<file path="src/rtl/sbs_pkg.sv">
// Package: shared cycle kinds and burst offset arithmetic.
// Assumes a two-bit burst field in the low address bits.
package sbs_pkg;

    typedef enum logic [2:0] {
        OP_IDLE,
        OP_SLEEP,
        OP_DESEL,
        OP_START,
        OP_ADV,
        OP_HOLD
    } op_e;

    // Offset of beat 'beat' for a burst beginning at 'first'.
    function automatic logic [1:0] beat_offset(input logic [1:0] first,
                                               input logic [1:0] beat,
                                               input logic       ilv);
        logic [1:0] r;
        if (ilv) r = first ^ beat;
        else     r = first + beat;
        return r;
    endfunction

endpackage

</file>
<file path="src/rtl/sbs_cmd_decode.sv">
// Module: classifies each cycle from the raw inputs and burst state.
// Assumes all inputs are stable around the rising edge; purely combinational.
module sbs_cmd_decode
    import sbs_pkg::*;
#(
    parameter int BYTES = 2
) (
    input  logic             sleep,
    input  logic             cs1_n,
    input  logic             cs2,
    input  logic             cs3_n,
    input  logic             astb_cpu_n,
    input  logic             astb_ctl_n,
    input  logic             adv_n,
    input  logic             wr_all_n,
    input  logic             wr_byte_n,
    input  logic [BYTES-1:0] byte_sel_n,
    input  logic             burst_act,
    input  logic             burst_rd,
    output op_e              op,
    output logic             acc_valid,
    output logic             acc_wr,
    output logic [BYTES-1:0] acc_be
);

    logic strobe;
    logic selected;

    // Byte enables: global write covers all lanes, byte write uses selects.
    always_comb begin
        if (!wr_all_n)       acc_be = '1;
        else if (!wr_byte_n) acc_be = ~byte_sel_n;
        else                 acc_be = '0;
        acc_wr = |acc_be;
    end

    // Cycle kind: sleep wins, then strobes, then burst continuation.
    always_comb begin
        strobe   = !astb_cpu_n || !astb_ctl_n;
        selected = !cs1_n && cs2 && !cs3_n;
        if (sleep)          op = OP_SLEEP;
        else if (strobe)    op = selected ? OP_START : OP_DESEL;
        else if (burst_act) op = adv_n ? OP_HOLD : OP_ADV;
        else                op = OP_IDLE;
    end

    // Continuation reads only belong to bursts that began (and stayed) as reads.
    always_comb begin
        unique case (op)
            OP_START:       acc_valid = 1'b1;
            OP_ADV, OP_HOLD: acc_valid = acc_wr || burst_rd;
            default:        acc_valid = 1'b0;
        endcase
    end

endmodule

</file>
<file path="src/rtl/sbs_burst_seq.sv">
// Module: holds burst base, beat count and order; forms the access address.
// Assumes ADDR_W >= 2; the low two bits are the burst field.
module sbs_burst_seq
    import sbs_pkg::*;
#(
    parameter int ADDR_W = 6
) (
    input  logic              clk,
    input  logic              rst_n,
    input  op_e               op,
    input  logic              acc_wr,
    input  logic [ADDR_W-1:0] addr_in,
    input  logic              ilv_in,
    output logic [ADDR_W-1:0] acc_addr,
    output logic              burst_act,
    output logic              burst_rd
);

    logic [ADDR_W-1:0] base;
    logic [1:0]        beat;
    logic              ilv;
    logic [1:0]        beat_nx;

    // Address for this cycle: new address on start, else base plus beat offset.
    always_comb begin
        beat_nx = beat + 2'd1;
        unique case (op)
            OP_START: acc_addr = addr_in;
            OP_ADV:   acc_addr = {base[ADDR_W-1:2], beat_offset(base[1:0], beat_nx, ilv)};
            default:  acc_addr = {base[ADDR_W-1:2], beat_offset(base[1:0], beat, ilv)};
        endcase
    end

    // Burst state update per cycle kind.
    always_ff @(posedge clk) begin
        if (!rst_n) begin
            base      <= '0;
            beat      <= '0;
            ilv       <= 1'b1;
            burst_act <= 1'b0;
            burst_rd  <= 1'b0;
        end else begin
            unique case (op)
                OP_START: begin
                    base      <= addr_in;
                    beat      <= '0;
                    ilv       <= ilv_in;
                    burst_act <= 1'b1;
                    burst_rd  <= !acc_wr;
                end
                OP_ADV: begin
                    beat <= beat_nx;
                    if (acc_wr) burst_rd <= 1'b0;
                end
                OP_HOLD: begin
                    if (acc_wr) burst_rd <= 1'b0;
                end
                OP_SLEEP, OP_DESEL: begin
                    burst_act <= 1'b0;
                    burst_rd  <= 1'b0;
                end
                default: ;
            endcase
        end
    end

    // a hold cycle keeps the burst position.
    a_r10_hold_keeps_beat: assert property (@(posedge clk) disable iff (!rst_n)
        (op == OP_HOLD) |=> ($stable(beat) && $stable(base)));

endmodule

</file>
<file path="src/rtl/sbs_mem_pipe.sv">
// Module: input stage register, byte-lane storage and output register.
// Assumes one access per cycle; storage is not reset.
module sbs_mem_pipe #(
    parameter int ADDR_W = 6,
    parameter int BYTES  = 2,
    parameter int BYTE_W = 8
) (
    input  logic                    clk,
    input  logic                    rst_n,
    input  logic                    sleep,
    input  logic                    acc_valid,
    input  logic                    acc_wr,
    input  logic [BYTES-1:0]        acc_be,
    input  logic [ADDR_W-1:0]       acc_addr,
    input  logic [BYTES*BYTE_W-1:0] wdata,
    output logic                    q_valid,
    output logic [BYTES*BYTE_W-1:0] q_data
);

    localparam int DEPTH = 1 << ADDR_W;

    logic                    s1_v;
    logic                    s1_wr;
    logic [BYTES-1:0]        s1_be;
    logic [ADDR_W-1:0]       s1_addr;
    logic [BYTES*BYTE_W-1:0] s1_wd;

    // Input stage: capture the decided access.
    always_ff @(posedge clk) begin
        if (!rst_n) begin
            s1_v    <= 1'b0;
            s1_wr   <= 1'b0;
            s1_be   <= '0;
            s1_addr <= '0;
            s1_wd   <= '0;
        end else begin
            s1_v    <= acc_valid;
            s1_wr   <= acc_wr;
            s1_be   <= acc_be;
            s1_addr <= acc_addr;
            s1_wd   <= wdata;
        end
    end

    // One storage array per byte lane.
    for (genvar g = 0; g < BYTES; g++) begin : g_lane
        logic [BYTE_W-1:0] lane [DEPTH];

        // Lane write and registered lane read.
        always_ff @(posedge clk) begin
            if (s1_v && s1_wr && s1_be[g])
                lane[s1_addr] <= s1_wd[g*BYTE_W +: BYTE_W];
            if (s1_v && !s1_wr)
                q_data[g*BYTE_W +: BYTE_W] <= lane[s1_addr];
        end
    end

    // Output valid flag: only reads set it; sleep clears it at once.
    always_ff @(posedge clk) begin
        if (!rst_n)     q_valid <= 1'b0;
        else if (sleep) q_valid <= 1'b0;
        else            q_valid <= s1_v && !s1_wr;
    end

    // sleep leaves no read result in the output register.
    a_r11_sleep_clears: assert property (@(posedge clk) disable iff (!rst_n)
        sleep |=> !q_valid);

endmodule

</file>
<file path="src/rtl/sync_burst_sram.sv">
// Module: top of the pipelined burst SRAM; wires decode, sequencer and storage.
// Assumes synchronous inputs; output enable acts combinationally on the drive flag.
module sync_burst_sram
    import sbs_pkg::*;
#(
    parameter int ADDR_W = 6,
    parameter int BYTES  = 2,
    parameter int BYTE_W = 8
) (
    input  logic                    clk,
    input  logic                    rst_n,
    input  logic                    cs1_n,
    input  logic                    cs2,
    input  logic                    cs3_n,
    input  logic                    astb_cpu_n,
    input  logic                    astb_ctl_n,
    input  logic                    adv_n,
    input  logic                    wr_all_n,
    input  logic                    wr_byte_n,
    input  logic [BYTES-1:0]        byte_sel_n,
    input  logic                    out_en_n,
    input  logic                    ilv_mode,
    input  logic                    sleep,
    input  logic [ADDR_W-1:0]       addr,
    input  logic [BYTES*BYTE_W-1:0] wdata,
    output logic [BYTES*BYTE_W-1:0] rdata,
    output logic                    rdata_drv
);

    localparam int DW = BYTES * BYTE_W;

    op_e               op;
    logic              acc_valid;
    logic              acc_wr;
    logic [BYTES-1:0]  acc_be;
    logic [ADDR_W-1:0] acc_addr;
    logic              burst_act;
    logic              burst_rd;
    logic              q_valid;
    logic [DW-1:0]     q_data;

    sbs_cmd_decode #(.BYTES(BYTES)) u_dec (
        .sleep      (sleep),
        .cs1_n      (cs1_n),
        .cs2        (cs2),
        .cs3_n      (cs3_n),
        .astb_cpu_n (astb_cpu_n),
        .astb_ctl_n (astb_ctl_n),
        .adv_n      (adv_n),
        .wr_all_n   (wr_all_n),
        .wr_byte_n  (wr_byte_n),
        .byte_sel_n (byte_sel_n),
        .burst_act  (burst_act),
        .burst_rd   (burst_rd),
        .op         (op),
        .acc_valid  (acc_valid),
        .acc_wr     (acc_wr),
        .acc_be     (acc_be)
    );

    sbs_burst_seq #(.ADDR_W(ADDR_W)) u_seq (
        .clk       (clk),
        .rst_n     (rst_n),
        .op        (op),
        .acc_wr    (acc_wr),
        .addr_in   (addr),
        .ilv_in    (ilv_mode),
        .acc_addr  (acc_addr),
        .burst_act (burst_act),
        .burst_rd  (burst_rd)
    );

    sbs_mem_pipe #(.ADDR_W(ADDR_W), .BYTES(BYTES), .BYTE_W(BYTE_W)) u_mem (
        .clk       (clk),
        .rst_n     (rst_n),
        .sleep     (sleep),
        .acc_valid (acc_valid),
        .acc_wr    (acc_wr),
        .acc_be    (acc_be),
        .acc_addr  (acc_addr),
        .wdata     (wdata),
        .q_valid   (q_valid),
        .q_data    (q_data)
    );

    // Output drive: registered read result gated by output enable.
    always_comb begin
        rdata_drv = q_valid && !out_en_n;
        rdata     = rdata_drv ? q_data : '0;
    end

    // a deselecting strobe leaves the bus undriven one cycle later.
    a_r1_desel_quiet: assert property (@(posedge clk) disable iff (!rst_n)
        ((!astb_cpu_n || !astb_ctl_n) && !(!cs1_n && cs2 && !cs3_n) && !sleep)
        |=> ##1 !rdata_drv);

    // a write never produces a driven result in its output slot.
    a_r9_write_quiet: assert property (@(posedge clk) disable iff (!rst_n)
        (acc_valid && acc_wr) |=> ##1 !rdata_drv);

    // an advance cycle keeps the burst alive whatever the selects show.
    a_r2_adv_ignores_sel: assert property (@(posedge clk) disable iff (!rst_n)
        (burst_act && !sleep && astb_cpu_n && astb_ctl_n && !adv_n) |=> burst_act);

endmodule

</file>
<file path="config.mk">
export PLATFORM = sky130hd
export DESIGN_NAME = sync_burst_sram
export DESIGN_NICKNAME = d
export VERILOG_FILES = /design/src/rtl/sbs_pkg.sv /design/src/rtl/sbs_cmd_decode.sv /design/src/rtl/sbs_burst_seq.sv /design/src/rtl/sbs_mem_pipe.sv /design/src/rtl/sync_burst_sram.sv
export SDC_FILE = /design/constraint.sdc
export NUM_CORES = 1
export LEC_CHECK = 0
export ABC_CLOCK_PERIOD_IN_PS = 2400
export BUFFER_PORTS_ARGS = -buffer_cell sky130_fd_sc_hd__buf_4
export CAP_MARGIN = 40
export CELL_PAD_IN_SITES_DETAIL_PLACEMENT = 0
export CELL_PAD_IN_SITES_GLOBAL_PLACEMENT = 2
export CORE_ASPECT_RATIO = 1.75
export CORE_UTILIZATION = 43
export CTS_CLUSTER_DIAMETER = 50
export DETAILED_ROUTE_END_ITERATION = 16
export PLACE_DENSITY_LB_ADDON = 0.25
export SLEW_MARGIN = 20
export SYNTH_ARGS = -nofsm -noshare
export SYNTH_HDL_FRONTEND = slang
export SYNTH_HIERARCHICAL = 1
export SYNTH_SLANG_ARGS = --single-unit
export TNS_END_PERCENT = 50
</file>
<file path="constraint.sdc">
create_clock -name clk -period 2.4 [get_ports clk]
set_input_delay 0.24 -clock clk [delete_from_list [all_inputs] [get_ports clk]]
set_output_delay 0.24 -clock clk [all_outputs]
set_load 0.1 [all_outputs]
</file>
==> impl_metrics.yaml, run 1 <==
place:
  gp_routability_congestion: 0.9377
  io_buffers: 53
  dpl_cell_area_um2: 47740
  dpl_worst_slack_ns: -0.5999
  dp.final_hpwl_mm: 90.81
power:
  peakVddDrop_mv: 0.5377
  p_leak_nw: 18.21
  cellPowerDensity_nw_per_um2: 752.6
timing:
  finalCritPeriodShare: 1.126
  hold_viol: 0
  worst_slack_ns: -0.3024
  maxSlewViolCount: 0
  setup_violations: 29
  grt_setup_unrepaired: "yes"
  relSlewSlack: 0.4079
  tightest_slew_ns: 0.8882
  clock_skew_ns: 0.03522
  fmax_mhz: 370.0
  fin_crit_ns: 2.702
worst_setup_path:
  r2r-end: "u_mem/q_data[5]$_DFFE_PP_"
  slowest_delay_ns: 0.37
  cp_data_arrival_time_ns: 3.10
  crit_chain: "buf_8 -> buf_16 -> and2_4 -> buf_12 -> a221o_1 -> a222oi_1 -> o22a_1 -> o2111ai_2 -> buf_6 -> nand4b_1"
  critPathLaunch: "u_mem/s1_addr[1]$_SDFF_PN0_"
  worstPathRequired_ns: 2.80
  path_max_fanout: 7
  cp-start-kind: "flop"
  critPathKind: "reg -> reg"
  r2r-start: "u_mem/s1_addr[1]$_SDFF_PN0_"
  rrSetupSlack_ns: -0.30
  slowest_stage: "dfxtp_4"
  ff2ff_path_depth: 10
  worst_setup_path_end_kind: "flop"
global_route:
  grt_usage: 0.2711
  grt_pass1_wl_mm: 189.1
  grt_overflow: 0
  grt_max_degree: 65
  grt_pass1_vias: 26740
  antenna_found_initial: 1
min_path:
  worst_hold_path.endpoint: "u_mem/s1_wd[5]$_SDFF_PN0_"
  min_path_type: "in -> reg"
  min_path_cells: 2
  min_from: "rst_n"
final_layout:
  finalNetCount: 3134
  final_util: 0.5491
  synthToLayoutAreaGrowth_pct: 26.56
  final_common_cell: "edfxtp_1"
  drive_above_1_share: 0.3348
  final_area_um2: 53220
  layout_common_cells: "edfxtp_1, buf_4, nor2_1"
route:
  vias: 26230
  drtAntennaViolNets: 0
  dr.pass1.iters: 6
  drt_iter0_drc: 2524
  avgViaCountPerCell: 5.859
  drt_wl_total_mm: 133.7
  routedWlPerCell_um: 29.87
  drc: 0
logic_synthesis:
  syn-instance-count: 2497
  ys.flop_type: "edfxtp_1"
  seq_area_frac_synth: 0.7607
  ys_types: 72
  synth-edff-count: 1040
  async_flop_share: 0
  ys_ff_latch: 1078
  syn_nets: 2536
  syn-cell-area_um2: 42050
  avgSynthCellArea_um2: 16.84
  ys_warn_count: 6
clock_network:
  clkSinkCount: 1078
  root_buffer: "clkbuf_16"
  clk_path_buf_depth: 3
  cts_buffers: 99
  insertion_delay_ns: 0.70
  cts_tree: "yes"
  h-tree-depth: 3
  clkTransAtPathRegs_ns: 0.07
floorplan:
  die-width_um: 238.4
  fp.dieH_um: 415.7
  coreArea_um2: 96920
  die_area_um2: 99100
  rows: 151
  pin_count: 54
  start_util: 0.4339
outcome:
  violations: "setup timing"
  status: "finished with violations"
flow_run:
  max_cap_viol_count: 0
area by class of cell:
cell class	instances	area, um^2
Timing Repair Buffer	682	6395
Fill cell	7646	43700
Inverter	9	33.78
Clock buffer	117	2608
Clock inverter	64	704.4
Sequential cell	1078	32020
Multi-Input combinational cell	1225	9827
Antenna cell	2	5.005
Tap cell	1300	1627
cells by family after synthesis:
group           Yosys count  share of synthesized area
compound gates          632                     0.1108
xor+xnor                  3                  0.0009522
fa+ha+maj                 2                  0.0005950
buf+inv                 195                    0.02351
flops                  1078                     0.7607
mux                     199                    0.05888
simple gates            388                    0.04451
timing repair:
| item | in CTS | in global routing |
|---|---|---|
| endpoints found under the hold margin | 32 | 0 |
| endpoints found under the setup margin | 344 | 121 |
| pin swaps | 35 | 20 |
| buffers inserted | 56 | 19 |
| gates resized for setup | 144 | 87 |
| gates cloned | 7 | 1 |
| hold buffers | 31 | 0 |
Yosys cell counts, types with 6 or more instances:
library cell | count | area (um^2)
a211oi_1 | 7 | 52.55
a21oi_1 | 93 | 465.5
a221o_1 | 19 | 190.2
a221oi_1 | 107 | 937.2
a222oi_1 | 11 | 110.1
a22o_1 | 44 | 385.4
a22oi_1 | 156 | 1171
a31oi_1 | 6 | 37.54
and2_1 | 31 | 193.9
and3_1 | 7 | 43.79
and3b_1 | 18 | 157.7
buf_1 | 24 | 90.09
buf_2 | 67 | 335.3
buf_4 | 26 | 195.2
buf_6 | 10 | 112.6
clkbuf_1 | 59 | 221.5
dfxtp_1 | 38 | 760.7
edfxtp_1 | 1040 | 31230
inv_1 | 8 | 30.03
mux2_2 | 77 | 867.1
mux2i_1 | 88 | 880.8
mux4_2 | 29 | 653.1
nand2_1 | 62 | 232.7
nand3_1 | 19 | 95.09
nor2_1 | 189 | 709.4
nor2b_1 | 20 | 125.1
nor3_1 | 7 | 35.03
o2111ai_1 | 8 | 70.07
o211ai_1 | 18 | 135.1
o21ai_0 | 74 | 370.4
o221ai_1 | 24 | 210.2
o22a_1 | 7 | 61.31
o22ai_1 | 22 | 137.6
where the power goes:
group	leakage (nW)	internal (mW)	switching (mW)	total [mW]
clock network	1.60	9.21	6.99	16.2
registers	9.79	20.6	0.0778	20.7
logic	6.82	1.35	1.78	3.13
through the flow:
stage	hold WS (ns)	total power, mW	std cells	setup TNS (ns)
final	0.05374	40.05	4477	-3.151
after global routing	0.06174	41.01	4475	-5.166
after CTS	0.01221	40.20	4456	-3.202
after detailed placement	0.4509	23.80	4181	-47.71
after global placement	0.4470	23.77	4181	-42.24
after floorplan	0.3617	22.36	2497	0
worst max-delay path by stage:
stage / to / slack, ns / cells after the start
after floorplan: u_mem/g_lane[0].lane[14][0]$_DFFE_PP_ / 0.04 / 9
after detailed placement: u_mem/q_data[6]$_DFFE_PP_ / -0.60 / 10
after CTS: u_mem/q_data[5]$_DFFE_PP_ / -0.33 / 10
final: u_mem/q_data[5]$_DFFE_PP_ / -0.30 / 10
after global routing: u_mem/q_data[3]$_DFFE_PP_ / -0.36 / 11
after global placement: u_mem/q_data[13]$_DFFE_PP_ / -0.58 / 9
layer usage:
metal | GRT usage | routed length [um] | vias up
met5 | 0 | 0 | -
met4 | 0.1573 | 8984 | 0
met3 | 0.03400 | 7021 | 352
met2 | 0.4974 | 71680 | 1073
met1 | 0.2977 | 46050 | 13460
li1 | - | - | 11350
sequential cells by signal, summed over array words and instances (netlist names):
name               cells
u_mem/s1_v             1
u_mem/s1_wd           16
u_mem/q_valid          1
u_seq/beat             2
u_seq/burst_rd         1
u_seq/ilv              1
u_mem/s1_be            2
u_mem/g_lane.lane   1024
u_mem/s1_wr            1
u_mem/s1_addr          6
u_seq/base             6
u_seq/burst_act        1
u_mem/q_data          16
critical path: cells and delay by family, from the launching register on:
| kind | cells | cell delay [ns] |
|---|---|---|
| AO/OA/AOI/OAI | 4 | 1.02 |
| buffers and inverters | 4 | 0.60 |
| AND/OR/NAND/NOR | 2 | 0.39 |
| flip-flops | 1 | 0.37 |
Power figures use the tool's default switching activity.
==> run 2, diff against run 1 <==
- ABC_CLOCK_PERIOD_IN_PS: 2400 -> 2500
- CORE_UTILIZATION: 43 -> 48
- clock period: 2.4 -> 2.5 ns (I/O delays scaled with it)
==> impl_metrics.yaml, run 2 (synthesized netlist as in run 1, its figures left out) <==
outcome:
  status: "finished with violations"
  violations: "setup timing"
worst_setup_path:
  r2r-end: "u_mem/q_data[8]$_DFFE_PP_"
  cp_data_arrival_time_ns: 3.07
  ff2ff_path_depth: 9
  worst_setup_path_end_kind: "flop"
  critPathKind: "reg -> reg"
  worstPathRequired_ns: 2.92
  cp-start-kind: "flop"
  crit_chain: "buf_12 -> buf_16 -> buf_12 -> mux2i_4 -> o211ai_1 -> a222oi_1 -> o22a_1 -> o2111ai_4 -> nand4b_1"
  slowest_delay_ns: 0.47
  rrSetupSlack_ns: -0.15
  crit_path_frequent_cell: "buf_12"
  path_max_fanout: 8
  r2r-start: "u_mem/s1_addr[1]$_SDFF_PN0_"
  slowest_stage: "a222oi_1"
global_route:
  grt_usage: 0.2913
  antenna_found_initial: 2
  grt_pass1_vias: 26370
  grt_overflow: 0
  grt_pass1_wl_mm: 182.9
  grt_max_degree: 65
floorplan:
  start_util: 0.4846
  rows: 143
  pin_count: 54
  die-width_um: 225.7
  fp.dieH_um: 393.6
  coreArea_um2: 86780
  die_area_um2: 88840
clock_network:
  h-tree-depth: 3
  clk_path_buf_depth: 3
  cts_buffers: 94
  clkSinkCount: 1078
  cts_tree: "yes"
  clkTransAtPathRegs_ns: 0.07
  root_buffer: "clkbuf_16"
  insertion_delay_ns: 0.70
final_layout:
  fill_cells: 6478
  largest-register: "u_mem/g_lane.lane"
  synthToLayoutAreaGrowth_pct: 23.32
  drive_above_1_share: 0.3122
  diodes: 0
  largest_reg_flops: 1024
  final_cells: 4261
  final_area_um2: 51860
  final_common_cell: "edfxtp_1"
  finalNetCount: 3065
  reg_top3: "u_mem/g_lane.lane (1024), u_mem/q_data (16), u_mem/s1_wd (16)"
  final_util: 0.5976
  layout_common_cells: "edfxtp_1, buf_4, nor2_1"
timing:
  setup_violations: 9
  fin_crit_ns: 2.650
  finalCritPeriodShare: 1.060
  clock_skew_ns: 0.01514
  maxSlewViolCount: 0
  grt_setup_unrepaired: "yes"
  worst_slack_ns: -0.1505
  relSlewSlack: 0.4039
  hold_viol: 0
  fmax_mhz: 377.3
  timing.hold.ws_ns: 0.04074
  tightest_slew_ns: 0.8942
place:
  placed_cells: 3997
  gp_routability_congestion: 0.8985
  io_buffers: 53
  dpl_cell_area_um2: 47130
  dp.final_hpwl_mm: 86.69
min_path:
  worst_hold_path.endpoint: "u_mem/s1_wd[12]$_SDFF_PN0_"
  min_path_cells: 2
  min_path_type: "in -> reg"
  min_from: "rst_n"
route:
  drc: 0
  drtAntennaViolNets: 0
  dr.pass1.iters: 5
  routedWlPerCell_um: 30.29
  drt_wl_total_mm: 129.1
  vias: 25880
  avgViaCountPerCell: 6.073
  drt_iter0_drc: 2326
power:
  peakVddDrop_mv: 0.5583
  p_leak_nw: 17.65
  cellPowerDensity_nw_per_um2: 720.2
flow_run:
  max_cap_viol_count: 0
run 2: cell count changes in the layout (fill, tap and decap cells not counted), moves of 8 or more:
cell	delta
buf_12	-15
buf_4	-37
buf_6	-13
mux2i_1	-8
nor2_1	+13
nor2_2	-10
run 2: worst max-delay path, delay by kind of cell (launching register included):
family	cells	cell delay [ns]
AO/OA/AOI/OAI	4	1.04
flip-flops	1	0.43
buffers and inverters	3	0.40
multiplexers	1	0.25
AND/OR/NAND/NOR	1	0.24
run 2: layer usage:
metal  global-route usage  share of wire  wire, um
met3              0.03615          0.054      6920
met4               0.1750          0.063      8186
met2               0.5280           0.54     69800
met1               0.3223           0.34     44150
met5                    0              0         0
run 2: timing repair:
action                                  4_1_cts  5_1_grt
gates resized for setup                      96       95
pin swaps                                    23       36
gates cloned                                  3        2
hold buffers                                 31        0
setup buffers                                29       31
endpoints found under the setup margin       17       37
endpoints found under the hold margin        32        0
run 2: per-stage QoR:
step / total power [mW] / TNS, ns / setup slack, ns
2_1_floorplan: 21.46 / 0 / 0.1389
3_3_place_gp: 22.77 / -3.886 / -0.6715
3_5_place_dp: 22.80 / -4.223 / -0.5836
4_1_cts: 37.35 / -0.4220 / -0.07901
5_1_grt: 38.26 / -1.014 / -0.1855
6_report: 37.35 / -0.5228 / -0.1505
run 2: cell type report:
type,count,area [um^2],share of cell area
clock buffer,111,2500,0.04821
clock inverter,60,539.3,0.01040
inverter,9,33.78,0.0006514
multi-input combinational,1225,9721,0.1874
sequential,1078,32020,0.6175
tap,1160,1451,0.02799
timing repair buffer,618,5593,0.1078
run 2: power by group:
part           leakage, nW  internal, mW  switching, mW
sequential            9.79          19.8         0.0603
clock                 1.49          8.08           6.51
combinational         6.37          1.20           1.67
total                 17.6          29.1           8.25
run 2: worst max path at each step:
stage                                     start                                    end  slack (ns)  cells after the start
floorplan           u_mem/s1_addr[2]$_SDFF_PN0_  u_mem/g_lane[0].lane[14][0]$_DFFE_PP_        0.14                      9
global placement    u_mem/s1_addr[2]$_SDFF_PN0_             u_mem/q_data[13]$_DFFE_PP_       -0.67                      9
detailed placement  u_mem/s1_addr[2]$_SDFF_PN0_             u_mem/q_data[13]$_DFFE_PP_       -0.58                      9
CTS                 u_mem/s1_addr[2]$_SDFF_PN0_             u_mem/q_data[12]$_DFFE_PP_       -0.08                      7
global route        u_mem/s1_addr[1]$_SDFF_PN0_              u_mem/q_data[8]$_DFFE_PP_       -0.19                      9
finish              u_mem/s1_addr[1]$_SDFF_PN0_              u_mem/q_data[8]$_DFFE_PP_       -0.15                      9
